[config.mk]
export PLATFORM = sky130hd
export DESIGN_NAME = shift_add_mult
export DESIGN_NICKNAME = d
export VERILOG_FILES = /design/src/rtl/shift_add_mult.sv
export SDC_FILE = /design/constraint.sdc
export NUM_CORES = 1
export LEC_CHECK = 0
export ABC_CLOCK_PERIOD_IN_PS = 2600
export BUFFER_PORTS_ARGS = -buffer_cell sky130_fd_sc_hd__buf_2
export CAP_MARGIN = 20
export CORE_MARGIN = 8
export CORE_UTILIZATION = 25
export DETAILED_ROUTE_END_ITERATION = 10
export PLACE_DENSITY = 0.5
export SYNTH_ARGS = -nofsm -noshare
export SYNTH_HDL_FRONTEND = slang
export SYNTH_SLANG_ARGS = --single-unit
[constraint.sdc]
create_clock -name clk -period 2.6 [get_ports clk]
set_clock_uncertainty 0.2 [all_clocks]
set_input_delay 0.13 -clock clk [delete_from_list [all_inputs] [get_ports clk]]
set_output_delay 0.13 -clock clk [all_outputs]
set_load 0.02 [all_outputs]
[src/rtl/shift_add_mult.sv]
module shift_add_mult #(
  parameter int W = 8
) (
  input  logic           clk,
  input  logic           rst,
  input  logic           start,
  input  logic [W-1:0]   multiplicand,
  input  logic [W-1:0]   multiplier,
  output logic           busy,
  output logic           done,
  output logic [2*W-1:0] product
);
  localparam int CW = $clog2(W + 1);

  logic [W-1:0]  acc;
  logic [W-1:0]  mq;
  logic [W-1:0]  mcand;
  logic [CW-1:0] cnt;
  logic          busy_q;
  logic          done_q;

  // adder word: top bit is the carry that will shift into acc[W-1]
  logic [W:0] sum;
  assign sum = {1'b0, acc} + {1'b0, (mq[0] ? mcand : {W{1'b0}})};

  wire accept = start && !busy_q;
  wire last   = busy_q && (cnt == CW'(1));

  always_ff @(posedge clk) begin
    if (rst) begin
      acc    <= '0;
      mq     <= '0;
      mcand  <= '0;
      cnt    <= '0;
      busy_q <= 1'b0;
      done_q <= 1'b0;
    end else begin
      done_q <= last;
      if (accept) begin
        acc    <= '0;
        mq     <= multiplier;
        mcand  <= multiplicand;
        cnt    <= CW'(W);
        busy_q <= 1'b1;
      end else if (busy_q) begin
        acc    <= sum[W:1];
        mq     <= {sum[0], mq[W-1:1]};
        cnt    <= cnt - CW'(1);
        busy_q <= !last;
      end
    end
  end

  assign busy    = busy_q;
  assign done    = done_q;
  assign product = {acc, mq};

  // an idle start is taken
  a_r2_start_taken: assert property (@(posedge clk) disable iff (rst)
    (start && !busy) |=> busy);

  // completion drops busy
  a_r3_done_idle: assert property (@(posedge clk) disable iff (rst)
    done |-> (!busy && $past(busy)));

  // done is a single pulse
  a_r5_done_pulse: assert property (@(posedge clk) disable iff (rst)
    done |=> !done);

  // idle output holds
  a_r6_hold: assert property (@(posedge clk) disable iff (rst)
    (!busy && !start) |=> $stable(product));

  // a run is not cut short by a new start
  a_r7_run_continues: assert property (@(posedge clk) disable iff (rst)
    (busy && cnt > CW'(1)) |=> (busy && cnt == $past(cnt) - CW'(1)));

  initial assert (W >= 2);
endmodule

==> run metrics <==
Req. time, crit path=around 2.6 ns; Max Slew Vio Count=0; async set-or-reset flop fraction in the synthesized netlist=0%; Rel. slew slack=63.4%; r2r startpoint=mq[0]; most common cell after layout, fill and taps aside=nor2_1; Critical Path Max Stage Delay=just over 0.4 ns; Hold Startpoint=multiplier[2]; RSZ-0062 raised after global routing=false; filler instances=630; PortBufs=36; layout cell share with drive strength beyond 1=approximately 22%; non-filler cells, final=about 310; Worst Hold Class=in -> reg; Die H=about 95 um; Setup WS pre-CTS=between 0.3 and 0.4 ns; Tot GR Track Use=9.44%; Sink Count=30; outcome=complete, no violations; starting density of the core=25.2%; CTS buffer count=5; Max Freq=approximately 450 MHz; EDFF count, synth=0; final worst slack=approximately 0.38 ns; largest family of logic cells by synthesized area=simple AND/OR/NAND/NOR gates; GPL Wtd Cong=0.790; flops & latches, synth=30; largest net degree at the start of global routing=31; fin crit period=between 2 and 2.5 ns; Int Pwr=about 0.00077 W; final period utilization=about 85%; switching part of the total=about 27%; Clock Power Share=37.1%; WP data arrival=between 2 and 2.5 ns; Inserted Diodes=0; mux cell area share after synthesis=between 10% and 20%; final-stage net count=approximately 260; CP Buf/Inv Count=0; Clock Tree Buf Depth=2; Mapped Avg Cell Area=between 8 and 9 um^2; crit path from=mq[0]; critical path type=reg -> reg; clock transition at the registers of the reported paths=0.06 ns; die width=about 95 um; setup TNS=0 ns; CP Launch Type=flip-flop; # setup viols final=0; dpl hpwl=approximately 2900 um; vias=around 1400; Worst Tran Pin Value=around 0.55 ns; Reg power frac=a little under half; Syn Nets=approximately 210; static leakage=0.942 nW; Worst path slowest cell=fa_1; area fraction in and, or, nand and nor cells after synthesis=18.7%; CTS tree=done; mapped cell area=1560 um^2; register area share after synthesis=between 30% and 40%; htree depth=2; adder-cell share of the synthesized area=a little under a tenth; Compound-Gate Fraction of Synth Area=between 10% and 20%; combinational power share=between 10% and 20%; Via-to-Cell Ratio=between 4 and 5; delay-heaviest family, CP=adder cells; drt wl/cell=between 10 and 15 um; MaxCap Viol Count=0; vias in the first global route=roughly 1400; core area=roughly 6200 um^2; global route overflow=0; clk root buf=clkbuf_8; Worst Path Max Fanout=10; initial antenna violation count=0; area grow syn2layout=29.1%; cells after synthesis=about 180; VDD IR max=roughly 0.26 mV; multi-input logic area=~900 um^2; Ports=37; Register Area=approximately 600 um^2; # rows=29; Die ar.=roughly 9000 um^2; DRC viols=0; Ys Warns=0; TritonRoute pass-1 iters=4; Top FF cell, synth=dfxtp_1; Cells after DPL=between 200 and 300; global-route wire length before repair=6710 um; Detailed Route WL=3980 um; Post-Synth XOR/XNOR Area=3.92%; crit path cell chain=and2_1, ha_1, fa_1, nand3_1, a31oi_1, o21a_1, o41a_1; worst skew pair latency=between 0.2 and 0.3 ns; Hold Fails Final Rpt=0; Psw=around 0.00028 W; initial DRC count=44; crit end category=flip-flop; total design power=~0.0011 W; commonest cells after routing, fill and taps aside=nor2_1 (37), buf_2 (36), dfxtp_1 (30); antenna viol nets, final=0; Netlist cell types=36; pwr/cell area=roughly 520 nW/um^2
## final timing paths
kind / to / slack [ns] / depth (start not counted)
hold reg to reg: mcand[0] / 0.28 / 2
hold / removal: mq[2] / 0.006 / 5
setup reg to reg: acc[7] / 0.38 / 7
setup / recovery: acc[7] / 0.38 / 7
## cells in the mapped netlist, types with 2 or more instances
library cell	n	area share (%)
buf_2	3	0.96
ha_1	10	8.0
a2bb2oi_1	2	1.1
clkbuf_1	2	0.48
o21ai_1	3	0.96
a31oi_1	3	1.2
nor2_1	37	8.9
o21ai_0	2	0.64
a21oi_1	15	4.8
buf_4	2	0.96
nand2_1	6	1.4
nand3_1	4	1.3
and3_1	3	1.2
and2_1	8	3.2
xor2_1	4	2.2
xnor2_1	3	1.7
dfxtp_1	30	38
inv_1	5	1.2
inv_2	2	0.48
mux2i_1	16	10
a211oi_1	2	0.96
nor3_1	5	1.6
## layout make-up
| cell class | instances | area share (%) |
|---|---|---|
| Clock buffer | 6 | 4.09 |
| Clock inverter | 2 | 0.620 |
| Inverter | 7 | 1.30 |
| Multi-Input combinational cell | 136 | 44.4 |
| Sequential cell | 30 | 29.7 |
| Tap cell | 77 | 4.77 |
| Timing Repair Buffer | 49 | 15.1 |
## cells by family after synthesis
family / count (synthesis)
compound gates: 36
simple gates: 65
flops: 30
fa+ha+maj: 11
xor+xnor: 7
buf+inv: 15
mux: 17
## power by group through the flow
stage	clock network, W	logic [W]	registers, W
2_1_floorplan	0	0.0000954	0.000520
3_3_place_gp	0	0.000149	0.000512
3_5_place_dp	0	0.000150	0.000512
4_1_cts	0.000408	0.000162	0.000502
5_1_grt	0.000427	0.000181	0.000505
6_report	0.000390	0.000160	0.000502
## metal layers
metal	track usage [%]	wire [um]
met5	0	0
met4	3.12	46
met3	3.54	203
met2	14.6	1700
met1	11.8	2030
## sequential cells by signal, summed over array words and instances (netlist names)
signal and cells:
busy 1, mq 8, done 1, cnt 4, mcand 8, acc 8
## worst reg2reg max path, cell delays in order, from the launching register on
cell     delay (ns)
dfxtp_1        0.37
and2_1         0.19
ha_1           0.21
fa_1           0.41
nand3_1        0.13
a31oi_1        0.11
o21a_1         0.19
o41a_1         0.30
## metrics by stage
| step | util (%) | cell area (um^2) | hold slack, ns |
|---|---|---|---|
| final | 32.5 | 2020 | 0.00628 |
| after CTS | 32.5 | 2020 | 0.00141 |
| after global routing | 32.5 | 2020 | 0.0369 |
| after floorplan | - | 1560 | 0.0768 |
| after global placement | 29.2 | 1810 | 0.163 |
| after detailed placement | 29.2 | 1810 | 0.176 |
## timing repair
action / CTS / global route
setup buffers: 0 / 0
resized for setup: 0 / 0
endpoints found under the hold margin: 11 / 0
hold buffers: 11 / 0
Note: power is estimated with default switching activity, not from simulation.
